<file path="src/rtl/ccc_pkg.sv">
package ccc_pkg;

  // control bundle passed from the front end to the event counter
  typedef struct packed {
    logic evt;      // counted change this cycle
    logic clr_lvl;  // synchronised clear level
  } ctr_ctl_t;

  localparam int unsigned CCC_MIN_SYNC = 2;

endpackage

</file>
<file path="src/rtl/ccc_rst_sync.sv">
module ccc_rst_sync (
  input  logic clk,
  input  logic rst_n_i,
  output logic rst_n_o
);

  logic [1:0] rs_q;

  always_ff @(posedge clk or negedge rst_n_i) begin
    if (!rst_n_i) begin
      rs_q <= 2'b00;
    end else begin
      rs_q <= {rs_q[0], 1'b1};
    end
  end

  assign rst_n_o = rs_q[1];

endmodule

</file>
<file path="src/rtl/ccc_in_cond.sv">
module ccc_in_cond #(
  parameter int unsigned W      = 4,
  parameter int unsigned STAGES = 2,
  parameter int unsigned DB_CYC = 0
) (
  input  logic         clk,
  input  logic         rst_n,
  input  logic [W-1:0] din_i,
  output logic [W-1:0] dout_o
);

  localparam int unsigned DBW = (DB_CYC > 1) ? $clog2(DB_CYC) : 1;

  logic [W-1:0] stg_q [STAGES];
  logic [W-1:0] syn;

  always_ff @(posedge clk or negedge rst_n) begin
    if (!rst_n) begin
      for (int i = 0; i < int'(STAGES); i++) stg_q[i] <= '0;
    end else begin
      stg_q[0] <= din_i;
      for (int i = 1; i < int'(STAGES); i++) stg_q[i] <= stg_q[i-1];
    end
  end

  assign syn = stg_q[STAGES-1];

  generate
    if (DB_CYC == 0) begin : g_nodb
      assign dout_o = syn;
    end else begin : g_db
      for (genvar b = 0; b < int'(W); b++) begin : g_bit
        logic [DBW-1:0] cnt_q, cnt_d;
        logic           stb_q, stb_d;

        always_comb begin
          cnt_d = cnt_q;
          stb_d = stb_q;
          if (syn[b] == stb_q) begin
            cnt_d = '0;
          end else if (cnt_q == DBW'(DB_CYC - 1)) begin
            stb_d = syn[b];
            cnt_d = '0;
          end else begin
            cnt_d = cnt_q + DBW'(1);
          end
        end

        always_ff @(posedge clk or negedge rst_n) begin
          if (!rst_n) begin
            cnt_q <= '0;
            stb_q <= 1'b0;
          end else begin
            cnt_q <= cnt_d;
            stb_q <= stb_d;
          end
        end

        assign dout_o[b] = stb_q;
      end
    end
  endgenerate

endmodule

</file>
<file path="src/rtl/ccc_change_det.sv">
module ccc_change_det #(
  parameter int unsigned N_IN = 4
) (
  input  logic            clk,
  input  logic            rst_n,
  input  logic [N_IN-1:0] sel_i,
  output logic            evt_o
);

  logic [N_IN-1:0] last_q, last_d;
  logic            last_en;
  logic            valid;

  always_comb begin
    valid   = ($countones(sel_i) == 1);
    evt_o   = valid && (sel_i != last_q);
    last_en = evt_o;
    last_d  = last_en ? sel_i : last_q;
  end

  always_ff @(posedge clk or negedge rst_n) begin
    if (!rst_n) begin
      last_q <= '0;
    end else begin
      last_q <= last_d;
    end
  end

  AST_LAST_ONEHOT0: assert property (@(posedge clk) disable iff (!rst_n)
    $onehot0(last_q));
  AST_EVT_TAKES_SEL: assert property (@(posedge clk) disable iff (!rst_n)
    evt_o |=> (last_q == $past(sel_i)) && ($countones(last_q) == 1));
  AST_IDLE_KEEPS: assert property (@(posedge clk) disable iff (!rst_n)
    (sel_i == '0) |=> $stable(last_q));

endmodule

</file>
<file path="src/rtl/ccc_event_ctr.sv">
module ccc_event_ctr #(
  parameter int unsigned CNT_W = 16
) (
  input  logic              clk,
  input  logic              rst_n,
  input  ccc_pkg::ctr_ctl_t ctl_i,
  output logic [CNT_W-1:0]  count_o
);

  logic [CNT_W-1:0] cnt_q, cnt_d;
  logic             clr_prev_q;
  logic             clr_rise;

  always_comb begin
    clr_rise = ctl_i.clr_lvl && !clr_prev_q;
    cnt_d    = cnt_q;
    if (clr_rise) begin
      cnt_d = ctl_i.evt ? CNT_W'(1) : '0;
    end else if (ctl_i.evt) begin
      cnt_d = cnt_q + CNT_W'(1);
    end
  end

  always_ff @(posedge clk or negedge rst_n) begin
    if (!rst_n) begin
      cnt_q      <= '0;
      clr_prev_q <= 1'b0;
    end else begin
      cnt_q      <= cnt_d;
      clr_prev_q <= ctl_i.clr_lvl;
    end
  end

  assign count_o = cnt_q;

  AST_STEP_ONE: assert property (@(posedge clk) disable iff (!rst_n)
    (ctl_i.evt && !(ctl_i.clr_lvl && !clr_prev_q)) |=> cnt_q == $past(cnt_q) + CNT_W'(1));
  AST_HOLD_NO_EVT: assert property (@(posedge clk) disable iff (!rst_n)
    (!ctl_i.evt && !(ctl_i.clr_lvl && !clr_prev_q)) |=> $stable(cnt_q));
  AST_CLR_EDGE: assert property (@(posedge clk) disable iff (!rst_n)
    (ctl_i.clr_lvl && !clr_prev_q && !ctl_i.evt) |=> cnt_q == '0);
  AST_CLR_LEVEL_HELD: assert property (@(posedge clk) disable iff (!rst_n)
    (ctl_i.clr_lvl && clr_prev_q && ctl_i.evt) |=> cnt_q == $past(cnt_q) + CNT_W'(1));
  AST_CLR_AND_EVT: assert property (@(posedge clk) disable iff (!rst_n)
    (ctl_i.clr_lvl && !clr_prev_q && ctl_i.evt) |=> cnt_q == CNT_W'(1));

endmodule

</file>
<file path="src/rtl/ccc_oneshot.sv">
module ccc_oneshot #(
  parameter int unsigned PULSE_CYC = 1250
) (
  input  logic clk,
  input  logic rst_n,
  input  logic trig_i,
  output logic pulse_o
);

  localparam int unsigned TW = $clog2(PULSE_CYC + 1);

  logic [TW-1:0] tmr_q, tmr_d;
  logic          tmr_en;

  always_comb begin
    tmr_en = trig_i || (tmr_q != '0);
    tmr_d  = tmr_q;
    if (trig_i) begin
      tmr_d = TW'(PULSE_CYC);
    end else if (tmr_q != '0) begin
      tmr_d = tmr_q - TW'(1);
    end
  end

  always_ff @(posedge clk or negedge rst_n) begin
    if (!rst_n) begin
      tmr_q <= '0;
    end else if (tmr_en) begin
      tmr_q <= tmr_d;
    end
  end

  assign pulse_o = (tmr_q != '0);

  AST_TRIG_RAISES: assert property (@(posedge clk) disable iff (!rst_n)
    trig_i |=> pulse_o);
  AST_TERMINAL_HOLD: assert property (@(posedge clk) disable iff (!rst_n)
    (!trig_i && !pulse_o) |=> !pulse_o);
  AST_RETRIG_FULL: assert property (@(posedge clk) disable iff (!rst_n)
    (trig_i && pulse_o) |=> tmr_q == TW'(PULSE_CYC));

endmodule

</file>
<file path="src/rtl/chan_change_counter.sv">
module chan_change_counter #(
  parameter int unsigned N_IN        = 4,
  parameter int unsigned CNT_W       = 16,
  parameter int unsigned PULSE_CYC   = 1250,
  parameter int unsigned SYNC_STAGES = 2,
  parameter int unsigned DB_CYC      = 0
) (
  input  logic             clk,
  input  logic             rst_n,
  input  logic [N_IN-1:0]  sel_raw,
  input  logic             clr_raw,
  output logic [CNT_W-1:0] evt_count,
  output logic             pulse_out
);

  localparam int unsigned STG = (SYNC_STAGES < ccc_pkg::CCC_MIN_SYNC) ?
                                ccc_pkg::CCC_MIN_SYNC : SYNC_STAGES;

  logic              rst_n_s;
  logic [N_IN-1:0]   sel_s;
  logic              clr_s;
  logic              evt;
  ccc_pkg::ctr_ctl_t ctl;

  ccc_rst_sync u_rst (
    .clk     (clk),
    .rst_n_i (rst_n),
    .rst_n_o (rst_n_s)
  );

  ccc_in_cond #(.W(N_IN), .STAGES(STG), .DB_CYC(DB_CYC)) u_sel_cond (
    .clk    (clk),
    .rst_n  (rst_n_s),
    .din_i  (sel_raw),
    .dout_o (sel_s)
  );

  ccc_in_cond #(.W(1), .STAGES(STG), .DB_CYC(DB_CYC)) u_clr_cond (
    .clk    (clk),
    .rst_n  (rst_n_s),
    .din_i  (clr_raw),
    .dout_o (clr_s)
  );

  ccc_change_det #(.N_IN(N_IN)) u_det (
    .clk   (clk),
    .rst_n (rst_n_s),
    .sel_i (sel_s),
    .evt_o (evt)
  );

  always_comb begin
    ctl.evt     = evt;
    ctl.clr_lvl = clr_s;
  end

  ccc_event_ctr #(.CNT_W(CNT_W)) u_ctr (
    .clk     (clk),
    .rst_n   (rst_n_s),
    .ctl_i   (ctl),
    .count_o (evt_count)
  );

  ccc_oneshot #(.PULSE_CYC(PULSE_CYC)) u_pulse (
    .clk     (clk),
    .rst_n   (rst_n_s),
    .trig_i  (evt),
    .pulse_o (pulse_out)
  );

  AST_PULSE_WITH_STEP: assert property (@(posedge clk) disable iff (!rst_n_s)
    (evt_count != $past(evt_count) && evt_count != '0) |-> pulse_out);
  AST_RESET_QUIET: assert property (@(posedge clk)
    !rst_n |-> (evt_count == '0 && !pulse_out));

endmodule

</file>
<file path="config.mk">
export PLATFORM = sky130hd
export DESIGN_NAME = chan_change_counter
export DESIGN_NICKNAME = d
export VERILOG_FILES = /design/src/rtl/ccc_pkg.sv /design/src/rtl/ccc_rst_sync.sv /design/src/rtl/ccc_in_cond.sv /design/src/rtl/ccc_change_det.sv /design/src/rtl/ccc_event_ctr.sv /design/src/rtl/ccc_oneshot.sv /design/src/rtl/chan_change_counter.sv
export SDC_FILE = /design/constraint.sdc
export NUM_CORES = 1
export LEC_CHECK = 0
export BUFFER_PORTS_ARGS = -buffer_cell sky130_fd_sc_hd__buf_2
export CORE_MARGIN = 2
export CORE_UTILIZATION = 53
export DETAILED_ROUTE_END_ITERATION = 12
export PLACE_DENSITY_LB_ADDON = 0.3
export SYNTH_ARGS = -nofsm -noshare
export SYNTH_HDL_FRONTEND = slang
export SYNTH_SLANG_ARGS = --single-unit
</file>
<file path="constraint.sdc">
create_clock -name clk -period 1.8 [get_ports clk]
set_clock_uncertainty 0.1 [all_clocks]
set_input_delay 0.27 -clock clk [delete_from_list [all_inputs] [get_ports clk]]
set_output_delay 0.27 -clock clk [all_outputs]
set_load 0.1 [all_outputs]
</file>
# [Yosys cells after proc, flatten, opt, wreduce, memory -nomap -nowiden]
# Index checks and enable logic that the tools add are counted.
[word_totals] wordCells=29 ramBits=0 input_bits=7 output_inout_bits=17 memories=0 rom_bits=0 regBits=44 latch_bits=0
[op_classes] n_reduce_logical=8 addsub=5 div_mod_pow=0 shifts=0 n_bitwise=0 order_cmp=0 eq_ne=2 muxes=5 mul=0
[ops] op="32-bit adder" count=1
[ops] op="32-bit by 2-bit equality test with 1-bit output, second input constant" count=1
[ops] op="16-bit two-way mux" count=2
[ops] op="11-bit two-way mux" count=2
[ops] op="16-bit by 1-bit adder with 16-bit output, second input constant" count=1
[ops] op="11-bit nonzero test" count=1
[ops] op="11-bit by 1-bit subtractor with 11-bit output, second input constant" count=1
[ops] op="1-bit by 1-bit adder with 2-bit output" count=2
[ops] op="4-bit inequality test" count=1
[ops] op="2-bit nonzero test" count=2
[ops] op="1-bit logical AND" count=2
[ops] op="2-bit AND reduction" count=1
[ops] op="1-bit logical NOT" count=1
[ops] op="1-bit logical OR" count=1
[ops] op="1-bit two-way mux" count=1

# [Longest topological paths before layout]
[depth] ltp_word=6 depth_mapped=9 mapped_depth_nobuf=7

# [By module]
# Synthesis repeated with hierarchy kept, for this count alone.
[hier_totals] hier_cells=181 hier_area_um2=2119.5
[modules_own_cells] module="ccc_event_ctr" n_inst=1 cells_per_inst=84 area_each_um2=888.4 seq_area_each_um2=425.4
[modules_own_cells] module="ccc_oneshot" n_inst=1 cells_per_inst=58 area_each_um2=623.1 seq_area_each_um2=275.3
[modules_own_cells] module="ccc_change_det" n_inst=1 cells_per_inst=22 area_each_um2=274.0 seq_area_each_um2=100.1
[modules_own_cells] module="ccc_in_cond at u_sel_cond" n_inst=1 cells_per_inst=12 area_each_um2=230.2 seq_area_each_um2=200.2
[modules_own_cells] module="ccc_rst_sync" n_inst=1 cells_per_inst=3 area_each_um2=53.8 seq_area_each_um2=50.0
[modules_own_cells] module="ccc_in_cond at u_clr_cond" n_inst=1 cells_per_inst=2 area_each_um2=50.0 seq_area_each_um2=50.0

# [Worst setup path after synthesis]
# No wires, ideal clock.
[synth_timing] path_kind="reg2reg" start="reg u_sel_cond.stg_q (netlist bit u_sel_cond.dout_o[2])" end="reg u_ctr.cnt_q[10] (netlist: u_ctr.count_o[10])" path_buffers=1 setup_time_ns=0.078 path_slack_ns=-0.829 t_arrival_ns=2.451 synth_period_minus_slack_ns=2.629 stages_incl_launch_ff=9 t_required_ns=1.622 cell_sequence="dfrtp_1 -> ha_1 -> ha_1 -> fa_1 -> nor3b_1 -> o41ai_2 -> buf_2 -> or4_1 -> a21oi_1"
[synth_between] elab_chain_len=5 word_cells_on_any_way=6 cone_classes="add/sub: 2; eq/ne: 2; reduce/logical: 2"
[synth_rtl] element="start: declaration" line_no="ccc_in_cond.sv:14" source="logic [W-1:0] stg_q [STAGES];"
[synth_rtl] element="1-bit by 1-bit adder with 2-bit output (implied by the code)" line_no="ccc_change_det.sv:15" source="valid = ($countones(sel_i) == 1);"
[synth_rtl] element="32-bit adder (implied by the code)" line_no="ccc_change_det.sv:15"
[synth_rtl] element="32-bit by 2-bit equality test with 1-bit output" line_no="ccc_change_det.sv:15"
[synth_rtl] element="1-bit logical AND *" line_no="ccc_change_det.sv:16" source="evt_o = valid && (sel_i != last_q);"
[synth_rtl] element="2-bit nonzero test (no source line) *"
[synth_rtl] element="end signal: assignment" line_no="ccc_event_ctr.sv:29" source="cnt_q <= cnt_d;"
[synth_rtl] element="end: declaration" line_no="ccc_event_ctr.sv:10" source="logic [CNT_W-1:0] cnt_q, cnt_d;"
# Every way passes the cells marked *; elsewhere a longest branch is shown, timed or not.
# A chain may end at the register's enable or synchronous reset.

# [Worst setup path in the final report]
[layout_timing] start="reg u_sel_cond.stg_q (netlist bit u_sel_cond.dout_o[0])" end="reg u_ctr.cnt_q[11] (netlist: u_ctr.count_o[11])"
# The elaborated chain is that of the path after synthesis.

==> impl_metrics.ini <==
[status]
status = finished, violations left
violations = negative setup slack

[layout]
final_cell_mix = 42 x dfrtp_1, 36 x buf_4, 22 x buf_2
final_area_um2 = 2960
syn_to_final_growth_pct = 45.42
n_antenna_cell = 0
layout_commonest_cell = dfrtp_1
drive_above_1_share = 0.4229
layout.nets = 291

[logic_synthesis]
seq_area_frac_synth = 0.5409
ys_ff_latch = 44
synthFlopType = dfrtp_1
synth_cells = 198
netlist_area_um2 = 2036
synth_edf_count = 0
synth_warnings = 0
synth-async-reset-ratio = 1.000
synth.distinct_cells = 42
syn_nets = 211
avgSynthCellArea_um2 = 10.28

[routing]
wirelength_um = 5059
wire_per_inst_um = 15.47
drt_iter0_drc = 126
ant_nets = 0
num_vias = 1862
viasPerCell = 5.694
dr.pass1.iters = 4
route.detailed.drc = 0

[floorplanning]
placeableCoreArea_um2 = 3689
std_cell_rows = 22
initial_core_util = 0.5519
io_pins = 24
die_h_um = 65.98
dieArea_um2 = 4353
dieWidth_um = 65.98

[place]
placed_area_um2 = 2550
dpl.hpwl_um = 3186
port_buffers = 23
place_congestion = 0.8106

[sta]
max_freq_ghz = 0.3722
grt_setup_unrepaired = yes
slew_headroom = 0.6369
worst_slack_ps = -887.0
period_needed_ps = 2687
period_share = 1.493
whs_ps = 98.96
hold_viol_final = 0
setup_viol = 32
tightest_slew_ps = 542.8
drv_slew = 0

[power_and_ir_drop]
ir_drop_mv = 0.7934
p_leak_uw = 0.001338
powerDensity_nw_per_um2 = 1120

[global_routing]
grt_first_pass_wirelength_um = 7921
gr-total-overflow = 0
grt_pass1_vias = 1746
antenna_found_initial = 0
track_usage = 0.2417
grt_max_degree = 27

[clocking]
clock_path_buffers = 2
cts-root-buf = clkbuf_8
clkTransAtPathRegs_ps = 80
htreeDepth = 2
cts_tree = built
clk_latency_ps = 300
clock-sinks = 44
numCtsBuffers = 5

[hold_path]
hp-class = flop to async pin

[flow_run]
cap_violations = 0

[setup_path]
crit_arrival_ps = 2810
startpoint_type = flop
worstSetupPathType = flop to flop
worstPathRequired_ps = 1920
worstPathMaxFanout = 5
worst_setup_path_end_kind = flop
## metal layers
| metal | global-route usage | vias to the layer above | share of wire |
|---|---|---|---|
| met2 | 0.4217 | 51 | 0.51 |
| met4 | 0.07653 | 0 | 0.029 |
| met1 | 0.2978 | 925 | 0.42 |
| li1 | - | 874 | - |
| met3 | 0.05451 | 12 | 0.042 |
| met5 | 0 | - | 0 |
## path summary, 6_finish.rpt
check | startpoint | endpoint | slack, ps | cells after the start
max | u_sel_cond.dout_o[0]$_DFF_PN0_ | u_ctr.count_o[11]$_DFFE_PN0P_ | -890 | 7
min | u_rst.rs_q[1]$_DFF_PN0_ | u_pulse.tmr_q[9]$_DFFE_PN0P_ | 100 | 0
max reg2reg | u_sel_cond.dout_o[0]$_DFF_PN0_ | u_ctr.count_o[11]$_DFFE_PN0P_ | -890 | 7
min reg2reg | u_rst.rs_q[1]$_DFF_PN0_ | u_pulse.tmr_q[9]$_DFFE_PN0P_ | 100 | 0
max in group asynchronous | u_rst.rs_q[1]$_DFF_PN0_ | u_ctr.count_o[2]$_DFFE_PN0P_ | 1010 | 1
min in group clk | u_sel_cond.stg_q[4]$_DFF_PN0_ | u_sel_cond.dout_o[0]$_DFF_PN0_ | 260 | 0
## kinds of logic after synthesis
family                     share of synthesized area
xor gates and xnor gates                     0.03442
buffers and inverters                        0.02828
muxes                                       0.009834
and+or+nand+nor                               0.2213
AOI/OAI and AO/OA                             0.1229
DFF                                           0.5409
adders and majority gates                    0.04057
other                                       0.001842
## sequential cells by signal (all words and copies together), names as in the netlist
register / flops
u_clr_cond.dout_o: 1
u_clr_cond.stg_q: 1
u_ctr.clr_prev_q: 1
u_ctr.count_o: 16
u_det.last_q: 4
u_pulse.tmr_q: 11
u_rst.rs_q: 2
u_sel_cond.dout_o: 4
u_sel_cond.stg_q: 4
## worst max-delay path, stage by stage, from the launching register on
cell and delay [ps]:
dfrtp_1 390, ha_1 300, ha_2 190, fa_1 470, nor3b_4 270, o41ai_4 170, or4_1 550, a21oi_1 170
## synthesized netlist by cell type (all sizes together), types with 2 or more instances
master	number	area, um2
xor2	4	35.03
a21oi	18	90.09
buf	5	27.53
a31o	2	17.52
nor2	12	45.04
dfrtp	44	1101
nand2b	3	18.77
and3	3	18.77
mux2i	2	20.02
xnor2	4	35.03
a21o	2	15.01
nand2	29	108.9
o31ai	5	37.54
ha	5	62.56
or3	4	26.28
or4	7	52.55
nor3	3	15.01
nand4	7	50.05
o21ai	8	40.04
nand3	6	30.03
inv	7	26.28
## metrics by stage
stage          cells  worst slack, ps  utilization  TNS (ps)  power [uW]
2_1_floorplan    198           -691.4            -    -16050        1979
3_3_place_gp     301           -833.1       0.6913    -19130        2308
3_5_place_dp     301           -924.1       0.6913    -21680        2336
4_1_cts          324           -807.0       0.7761    -21680        3182
5_1_grt          327           -977.9       0.8026    -25430        3500
6_report         327           -887.0       0.8026    -22230        3316
## where the power goes
| part | internal (uW) | leakage [uW] | switching [uW] | total (uW) |
|---|---|---|---|---|
| sequential | 1140 | 0.000546 | 117 | 1260 |
| clock | 311 | 0.0000434 | 346 | 657 |
| combinational | 610 | 0.000749 | 792 | 1400 |
## area by class of cell
cell class / instances / area, um2
inverters: 7 / 26.28
well taps: 48 / 60.06
multi-input cells: 142 / 1057
fillers: 232 / 728.2
clock inverters: 2 / 15.01
flip-flops and latches: 44 / 1104
repair buffers: 78 / 615.6
clock buffers: 6 / 82.58
## what timing repair did
action	4_1_cts	5_1_grt
setup buffers	8	3
gates resized for setup	23	21
endpoints found under the setup margin	32	32
pin swaps	14	6
hold buffers	6	0
hold endpoints to repair	7	0
cloned	1	0
(Power assumes the default switching activity.)
